## src/rtl/twf_pkg.sv

```systemverilog
package twf_pkg;
  localparam int BYTE_W = 8;
  localparam int NIB_W  = BYTE_W / 2;

  typedef enum logic [1:0] {
    ST_IDLE,
    ST_OPC,
    ST_ADDR,
    ST_DATA
  } twf_state_e;

  typedef struct packed {
    logic [BYTE_W-1:0] lo;
    logic [BYTE_W-1:0] hi;
    logic              nib;
  } twf_beat_t;
endpackage

```

## src/rtl/twf_op_decode.sv

```systemverilog
module twf_op_decode #(
  parameter int NUM_OPS = 4,
  parameter logic [NUM_OPS*8-1:0] OP_LIST = {8'h32, 8'h02, 8'h0B, 8'h03}
) (
  input  logic [7:0] opcode,
  output logic       split
);
  logic [NUM_OPS-1:0] hit;

  for (genvar g = 0; g < NUM_OPS; g++) begin : g_cmp
    assign hit[g] = (opcode == OP_LIST[g*8 +: 8]);
  end

  assign split = |hit;
endmodule

```

## src/rtl/twf_splitter.sv

```systemverilog
module twf_splitter
  import twf_pkg::*;
(
  input  logic [BYTE_W-1:0] data,
  input  logic              split,
  output twf_beat_t         beat
);
  logic [NIB_W-1:0] even_bits;
  logic [NIB_W-1:0] odd_bits;

  for (genvar g = 0; g < NIB_W; g++) begin : g_pick
    assign even_bits[g] = data[2*g];
    assign odd_bits[g]  = data[2*g+1];
  end

  always_comb begin
    if (split) begin
      beat.lo  = {{NIB_W{1'b0}}, even_bits};
      beat.hi  = {{NIB_W{1'b0}}, odd_bits};
      beat.nib = 1'b1;
    end else begin
      beat.lo  = data;
      beat.hi  = data;
      beat.nib = 1'b0;
    end
  end
endmodule

```

## src/rtl/twf_merger.sv

```systemverilog
module twf_merger
  import twf_pkg::*;
(
  input  logic [BYTE_W-1:0] lane_lo,
  input  logic [BYTE_W-1:0] lane_hi,
  input  logic              split,
  output logic [BYTE_W-1:0] data,
  output logic              differ
);
  logic [BYTE_W-1:0] woven;

  for (genvar g = 0; g < NIB_W; g++) begin : g_weave
    assign woven[2*g]   = lane_lo[g];
    assign woven[2*g+1] = lane_hi[g];
  end

  assign data   = split ? woven : lane_lo;
  assign differ = !split && (lane_lo != lane_hi);
endmodule

```

## src/rtl/twin_flash_interleaver.sv

```systemverilog
module twin_flash_interleaver
  import twf_pkg::*;
#(
  parameter int ADDR_BYTES = 3,
  parameter int LEN_W      = 8,
  parameter int NUM_SPLIT  = 4,
  parameter logic [NUM_SPLIT*8-1:0] SPLIT_OPS = {8'h32, 8'h02, 8'h0B, 8'h03},
  localparam int ADDR_W    = 8 * ADDR_BYTES + 1
) (
  input  logic              clk,
  input  logic              rst_n,
  input  logic              cmd_valid,
  output logic              cmd_ready,
  input  logic [7:0]        cmd_opcode,
  input  logic [ADDR_W-1:0] cmd_addr,
  input  logic [LEN_W-1:0]  cmd_len,
  input  logic              cmd_write,
  input  logic              wr_valid,
  output logic              wr_ready,
  input  logic [7:0]        wr_data,
  output logic              rd_valid,
  input  logic              rd_ready,
  output logic [7:0]        rd_data,
  output logic              tx_valid,
  input  logic              tx_ready,
  output logic [7:0]        tx_lo,
  output logic [7:0]        tx_hi,
  output logic              tx_nib,
  input  logic              rx_valid,
  output logic              rx_ready,
  input  logic [7:0]        rx_lo,
  input  logic [7:0]        rx_hi,
  output logic              cs_lo_n,
  output logic              cs_hi_n,
  output logic              mm_flag
);
  localparam int DEV_AW = 8 * ADDR_BYTES;
  localparam int HCNT_W = (ADDR_BYTES > 1) ? $clog2(ADDR_BYTES) : 1;
  localparam logic [HCNT_W-1:0] HCNT_LAST = HCNT_W'(ADDR_BYTES - 1);

  twf_state_e        state_q, state_d;
  logic [7:0]        op_q;
  logic [DEV_AW-1:0] addr_sr_q;
  logic [LEN_W-1:0]  len_q, dcnt_q, dcnt_nx;
  logic [HCNT_W-1:0] hcnt_q;
  logic              wr_q, split_q, dec_split;
  logic              cs_lo_q, cs_hi_q, mm_q;
  logic              accept, hdr_hs, data_hs, last_data, merge_differ;
  twf_beat_t         split_beat, beat;

  twf_op_decode #(.NUM_OPS(NUM_SPLIT), .OP_LIST(SPLIT_OPS)) u_decode (
    .opcode (cmd_opcode),
    .split  (dec_split)
  );

  twf_splitter u_split (
    .data  (wr_data),
    .split (split_q),
    .beat  (split_beat)
  );

  twf_merger u_merge (
    .lane_lo (rx_lo),
    .lane_hi (rx_hi),
    .split   (split_q),
    .data    (rd_data),
    .differ  (merge_differ)
  );

  assign accept    = (state_q == ST_IDLE) && cmd_valid;
  assign dcnt_nx   = dcnt_q + LEN_W'(1);
  assign last_data = (dcnt_nx == len_q);

  always_comb begin
    state_d   = state_q;
    cmd_ready = 1'b0;
    tx_valid  = 1'b0;
    wr_ready  = 1'b0;
    rx_ready  = 1'b0;
    rd_valid  = 1'b0;
    hdr_hs    = 1'b0;
    data_hs   = 1'b0;
    beat      = '{lo: op_q, hi: op_q, nib: 1'b0};
    unique case (state_q)
      ST_IDLE: begin
        cmd_ready = 1'b1;
        if (cmd_valid) state_d = ST_OPC;
      end
      ST_OPC: begin
        tx_valid = 1'b1;
        if (tx_ready) begin
          if (split_q)            state_d = ST_ADDR;
          else if (len_q == '0)   state_d = ST_IDLE;
          else                    state_d = ST_DATA;
        end
      end
      ST_ADDR: begin
        tx_valid = 1'b1;
        beat     = '{lo: addr_sr_q[DEV_AW-1 -: 8], hi: addr_sr_q[DEV_AW-1 -: 8], nib: 1'b0};
        hdr_hs   = tx_ready;
        if (tx_ready && hcnt_q == HCNT_LAST)
          state_d = (len_q == '0) ? ST_IDLE : ST_DATA;
      end
      ST_DATA: begin
        if (wr_q) begin
          tx_valid = wr_valid;
          wr_ready = tx_ready;
          beat     = split_beat;
          data_hs  = wr_valid && tx_ready;
        end else begin
          rd_valid = rx_valid;
          rx_ready = rd_ready;
          data_hs  = rx_valid && rd_ready;
        end
        if (data_hs && last_data) state_d = ST_IDLE;
      end
      default: state_d = ST_IDLE;
    endcase
  end

  assign tx_lo  = beat.lo;
  assign tx_hi  = beat.hi;
  assign tx_nib = beat.nib;

  always_ff @(posedge clk or negedge rst_n) begin
    if (!rst_n) begin
      state_q   <= ST_IDLE;
      op_q      <= '0;
      addr_sr_q <= '0;
      len_q     <= '0;
      dcnt_q    <= '0;
      hcnt_q    <= '0;
      wr_q      <= 1'b0;
      split_q   <= 1'b0;
      cs_lo_q   <= 1'b1;
      cs_hi_q   <= 1'b1;
      mm_q      <= 1'b0;
    end else begin
      state_q <= state_d;
      cs_lo_q <= (state_d == ST_IDLE);
      cs_hi_q <= (state_d == ST_IDLE);
      if (accept) begin
        op_q      <= cmd_opcode;
        addr_sr_q <= cmd_addr[ADDR_W-1:1];
        len_q     <= cmd_len;
        wr_q      <= cmd_write;
        split_q   <= dec_split;
        hcnt_q    <= '0;
        dcnt_q    <= '0;
      end
      if (hdr_hs) begin
        addr_sr_q <= addr_sr_q << 8;
        hcnt_q    <= hcnt_q + HCNT_W'(1);
      end
      if (data_hs) dcnt_q <= dcnt_nx;
      if (data_hs && !wr_q && merge_differ) mm_q <= 1'b1;
    end
  end

  assign cs_lo_n = cs_lo_q;
  assign cs_hi_n = cs_hi_q;
  assign mm_flag = mm_q;
endmodule

```

## config.mk

```make
export PLATFORM = sky130hd
export DESIGN_NAME = twin_flash_interleaver
export DESIGN_NICKNAME = d
export VERILOG_FILES = /design/src/rtl/twf_pkg.sv /design/src/rtl/twf_op_decode.sv /design/src/rtl/twf_splitter.sv /design/src/rtl/twf_merger.sv /design/src/rtl/twin_flash_interleaver.sv
export SDC_FILE = /design/constraint.sdc
export NUM_CORES = 1
export LEC_CHECK = 0
export ABC_CLOCK_PERIOD_IN_PS = 2450
export BUFFER_PORTS_ARGS = -buffer_cell sky130_fd_sc_hd__buf_2
export CAP_MARGIN = 20
export CELL_PAD_IN_SITES_DETAIL_PLACEMENT = 0
export CELL_PAD_IN_SITES_GLOBAL_PLACEMENT = 1
export CORE_ASPECT_RATIO = 1.5
export CORE_MARGIN = 2
export CORE_UTILIZATION = 28
export CTS_BUF_LIST = sky130_fd_sc_hd__clkbuf_2 sky130_fd_sc_hd__clkbuf_4 sky130_fd_sc_hd__clkbuf_8
export DETAILED_ROUTE_END_ITERATION = 10
export GPL_TIMING_DRIVEN = 0
export PLACE_DENSITY_LB_ADDON = 0.1
export SLEW_MARGIN = 0
export SYNTH_ARGS = -nofsm -noshare
export SYNTH_HDL_FRONTEND = slang
export SYNTH_SLANG_ARGS = --single-unit
```

## constraint.sdc

```tcl
create_clock -name clk -period 2.45 [get_ports clk]
set_input_delay 0.1225 -clock clk [delete_from_list [all_inputs] [get_ports clk]]
set_output_delay 0.1225 -clock clk [all_outputs]
set_load 0.005 [all_outputs]
```

== After elaboration in Yosys (flattened, before gate mapping) ==
Cells that the tools add are included.
Word-level totals
  flip-flop bits (word level): 56
  output and inout bits: 33
  word-level logic and storage cells: 69
  input port bits: 73
Cells by class
  reduce and logical (&&, ||, !) cells: 17
  add/sub/neg operators: 2
  muxes and demuxes: 30
  equal/unequal tests: 10
Operators with widths (count)
  2-to-1 mux 24 bit: 2
  2-to-1 mux 17 bit: 2
  case mux 17 bit (2 select lines): 1
  2-to-1 mux 8 bit: 3
  == test 8 x 2 -> 1 bit (second input constant): 2
  2-to-1 mux 2 bit: 8
  2-to-1 mux 1 bit: 12
  adder 8 x 1 -> 8 bit (second input constant): 1
  == test 8 x 4 -> 1 bit (second input constant): 1
  == test 8 x 6 -> 1 bit (second input constant): 1
  == test 8 bit: 1
  logical AND 1 bit: 8
  logical NOT 8 bit: 1
  inequality test 8 bit: 1
  case mux 2 bit (4 select lines): 1
  == test 2 bit (second input constant): 3
  logical NOT 2 bit: 2
  nonzero test 2 bit: 2
  OR reduction 4 bit: 1
  adder 2 x 1 -> 2 bit (second input constant): 1
  == test 2 x 1 -> 1 bit (second input constant): 1
  logical NOT 1 bit: 2
  case mux 1 bit (2 select lines): 1
  OR reduction 2 bit: 1

== Longest topological paths before layout ==
  depth in word-level cells: 7
  mapped depth: 8
  depth with buffers taken out: 7

== Modules after synthesis ==
From an unflattened synthesis, not the netlist that was laid out.
Unflattened totals
  cell total of the unflattened synthesis: 438
  area, all modules: 3590.9 um^2
Modules (own cells, without submodules)
  twin_flash_interleaver: area an instance 3171.8 um^2, instances 1, cells an instance 394, sequential area each 1402.6 um^2
  twf_splitter: area an instance 192.7 um^2, instances 1, cells an instance 18, sequential area each 0.0 um^2
  twf_merger: area an instance 178.9 um^2, instances 1, cells an instance 20, sequential area each 0.0 um^2
  twf_op_decode: area an instance 47.5 um^2, instances 1, cells an instance 6, sequential area each 0.0 um^2

== Worst setup path before layout ==
No wires, ideal clock.
  path type: reg-to-reg
  start point: reg dcnt_q[0]
  end point: reg state_q[0]
  cell stages (with the launch flop): 8
  setup time: 120 ps
  arrival time: 1602 ps
  slack: 729 ps
  clock period less this slack: 1721 ps
  buffers on the path: 0
  data required time: 2330 ps
  cell sequence: dfrtp_1 ha_1 and4_1 xor2_1 nand2_1 mux2i_1 nand4_2 a31o_1
Between the ends
  word-level cells in the longest chain between the ends: 5
RTL lines
  from (decl): line twin_flash_interleaver.sv:44  | logic [LEN_W-1:0] len_q, dcnt_q, dcnt_nx;
  from (signal assigned): line twin_flash_interleaver.sv:155  | if (data_hs) dcnt_q <= dcnt_nx;
  adder 8 x 1 -> 8 bit: line twin_flash_interleaver.sv:71  | assign dcnt_nx = dcnt_q + LEN_W'(1);
  == test 8 bit: line twin_flash_interleaver.sv:72  | assign last_data = (dcnt_nx == len_q);
  logical AND 1 bit: line twin_flash_interleaver.sv:115  | if (data_hs && last_data) state_d = ST_IDLE;
  2-to-1 mux 2 bit: line twin_flash_interleaver.sv:115
  case mux 2 bit (4 select lines): line twin_flash_interleaver.sv:84  | unique case (state_q)
  via state_d[0]: line twin_flash_interleaver.sv:41  | twf_state_e state_q, state_d;
  to (signal assigned): line twin_flash_interleaver.sv:139  | state_q <= state_d;
  to (decl): line twin_flash_interleaver.sv:41
The timed path passes the listed nets, and every way through them passes these cells.
A chain may end at the register's enable or synchronous reset.

== Worst setup path in the final report ==
  start point: reg state_q[0]
  end point: out tx_lo[7]
Between the ends
  word-level cells in the longest chain between the ends: 2
  elaborated cells between the ends (all ways): 3
  classes of those cells: 2 x eq/ne; 1 x mux
RTL lines
  == test 2 bit: line twin_flash_interleaver.sv:84
  case mux 17 bit (2 select lines) (*): line twin_flash_interleaver.sv:84
  to (decl): line twin_flash_interleaver.sv:26  | output logic [7:0] tx_lo,
Every way passes the cells marked *; elsewhere a longest branch is shown, timed or not.

==> metrics.cfg <==
[critical_path]
path_class = reg2out
critPathArrivalTime_ns = 2.14
cp_max_fo = 10
worstPathRequired_ns = 2.33
r2r_setup_slack_ns = 0.30
critical_path.cell_chain = inv_1, ha_1, clkbuf_2, a222oi_1, inv_1, buf_4, buf_2
crit_path_start_kind = flip-flop
crit_top_cell = inv_1
cp-end-kind = primary output
cp_slowest_stage_delay_ns = 0.47
cp_slowest_cell = dfrtp_1

[clocking]
insertion_delay_ns = 0.32
htreeDepth = 2
cts_tree = yes
cts-buffers-inserted = 5
cts-root-buf = clkbuf_8
cts_setup_buffers = 0
clock_path_buffers = 2
clock-sinks = 56
clk_pin_slew_ns = 0.11

[yosys]
synth_fp_nets = 475
synth.distinct_cells = 47
synth_cells = 396
avgSynthCellArea_um2 = 8.25
syn-cell-area_um2 = 3270
yosysSeqAreaShare_pct = 42.9
synth.ff_latch_count = 56
yosys_warnings = 0

[floorplanning]
die_area_um2 = 12600
die_w_um = 92.2
ioPinCount = 106
rows = 48
coreArea_um2 = 11500
die_y_um = 136
initial_core_util_pct = 28.5

[detailed_routing]
via_per_inst = 4.77
drt_wl_total_um = 10200
drtPass1Iterations = 5
drt.antenna.violating_nets = 0
wl_per_cell_um = 15.3
num_vias = 3189
drt_iter0_drc = 173
drc = 0

[placement]
gp_congestion = 0.798
place_inst = 650
io_buffers = 103
dp_hpwl_um = 7780

[finish]
antenna_cells = 0
multiInputGateArea_um2 = 1680
ff_latch_area_um2 = 1400
drive_gt1_share_pct = 27.2
n_fill_cell = 1233
fin_nets = 596
area_delta_synth_final_pct = 28.7
final_common_cell = nand2_1
stdcell_count = 668
final_cell_mix = 122 x nand2_1, 103 x buf_2, 54 x dfrtp_1

[sta]
post-route-min-period_ns = 2.27
fin_hold_ws_ns = 0.0112
finClkSkew_ns = 0.0128
slew_violations = 0
worst_pin_slew_ns = 0.694
timing.slew.headroom_pct = 53.7
tns_ns = 0
hold_viol = 0
fmax_mhz = 441
finalSetupViolCount = 0
rsz0062_at_grt = false
fin_crit_sh_pct = 92.5

[power]
vdd_drop_max_mv = 0.319
power.leakage_uw = 0.00209
power_density_nw_per_um2 = 942

[grt]
grt_max_degree = 30
grt_pass1_vias = 3218
grt_first_pass_wirelength_um = 16400
grt.overflow.total = 0
grt_use_total_pct = 16.7
grt_antenna_before_repair = 0

[hold_path]
min_path_type = in2reg

[outcome]
outcome = complete, no violations

[run]
max-cap-violations = 0

Yosys cell counts (all sizes together):
cell / n / area [um^2]
a211oi: 1 / 7.51
xor2: 4 / 35.0
nor2b: 3 / 18.8
nor2: 26 / 97.6
buf: 13 / 90.1
a221oi: 1 / 8.76
nand3: 9 / 45.0
o31ai: 3 / 22.5
a22oi: 5 / 37.5
dfrtp: 55 / 1380
and2: 2 / 12.5
o221ai: 1 / 8.76
inv: 11 / 41.3
o211ai: 1 / 7.51
nor4b: 2 / 17.5
a31oi: 18 / 113
o2bb2ai: 1 / 8.76
dfstp: 1 / 26.3
a22o: 2 / 17.5
o41ai: 2 / 17.5
a222oi: 4 / 40.0
a31o: 2 / 17.5
nand3b: 1 / 7.51
a21oi: 16 / 83.8
nand2: 122 / 458
a21o: 7 / 53.8
mux2i: 2 / 20.0
and4: 1 / 8.76
o21ai: 17 / 85.1
a221o: 1 / 10.0
and3b: 3 / 26.3
a21bo: 1 / 10.0
nand2b: 4 / 25.0
clkbuf: 17 / 63.8
mux2: 7 / 78.8
and3: 2 / 12.5
nor4: 2 / 12.5
or3: 1 / 6.26
nand4: 4 / 31.3
xnor2: 15 / 131
ha: 6 / 75.1
critical path: cells and delay by family (launching register included):
| kind | cells | cell delay (ns) |
|---|---|---|
| adder cells (fa/ha/maj) | 1 | 0.29 |
| buffers and inverters | 5 | 0.68 |
| AO/OA/AOI/OAI | 1 | 0.39 |
| flip-flops | 1 | 0.47 |
final timing paths:
path | start | end | cells after the start
worst max-delay path | state_q[0]$_DFF_PN0_ | tx_lo[7] | 7
worst min-delay path | cmd_opcode[2] | op_q[2]$_DFFE_PN0P_ | 3
worst max register to register | state_q[0]$_DFF_PN0_ | split_q$_DFFE_PN0P_ | 6
max in group asynchronous | rst_n | addr_sr_q[14]$_DFFE_PN0P_ | 3
min in group asynchronous | rst_n | dcnt_q[6]$_DFFE_PN0P_ | 2
worst min register to register | mm_flag$_DFFE_PN0P_ | mm_flag$_DFFE_PN0P_ | 1
layout make-up:
type | count | share of cell area, %
inverters | 11 | 0.982
clock buffers | 6 | 1.82
repair buffers | 115 | 15.4
multi-input cells | 299 | 40.0
clock inverters | 2 | 0.327
plain buffers | 29 | 3.69
well taps | 150 | 4.46
flip-flops and latches | 56 | 33.4
registers in the layout, summed over array words and instances (netlist names), 2 cells and up:
name       count
addr_sr_q     24
dcnt_q         8
hcnt_q         2
len_q          8
op_q           8
state_q        2
cell families after synthesis:
logic type / Yosys count / synth area share [%]
muxes: 9 / 3.03
DFF: 56 / 42.9
xor gates and xnor gates: 19 / 5.09
adders and majority gates: 6 / 2.30
and+or+nand+nor: 182 / 23.9
buffers and inverters: 41 / 5.97
AOI/OAI and AO/OA: 83 / 16.8
per-layer routing:
layer	global-route usage, %	share of wire [%]
met3	2.27	3.0
met4	5.06	1.7
met5	0	0
met2	31.1	54
met1	19.8	42
where the power goes:
part           switching (uW)  total (uW)  internal, uW
sequential                291        1600          1310
combinational             962        1810           852
clock                     333         549           217
total                    1590        3960          2370
timing repair:
| action | CTS | global route |
|---|---|---|
| hold buffers | 11 | 0 |
| endpoints found under the hold margin | 36 | 0 |
| setup endpoints to repair | 15 | 36 |
| resized for setup | 3 | 6 |
through the flow:
| stage | utilization (%) | power [uW] | instance area, um^2 | setup slack [ns] |
|---|---|---|---|---|
| finish | 36.6 | 3960 | 4200 | 0.183 |
| global placement | 34.6 | 3410 | 3970 | 0.101 |
| global route | 36.6 | 4330 | 4200 | 0.0174 |
| CTS | 36.6 | 4030 | 4200 | 0.0395 |
| detailed placement | 34.8 | 3440 | 3990 | 0.138 |
| floorplan | - | 2740 | 3270 | 0.729 |
Note: power is estimated with default switching activity, not from simulation.
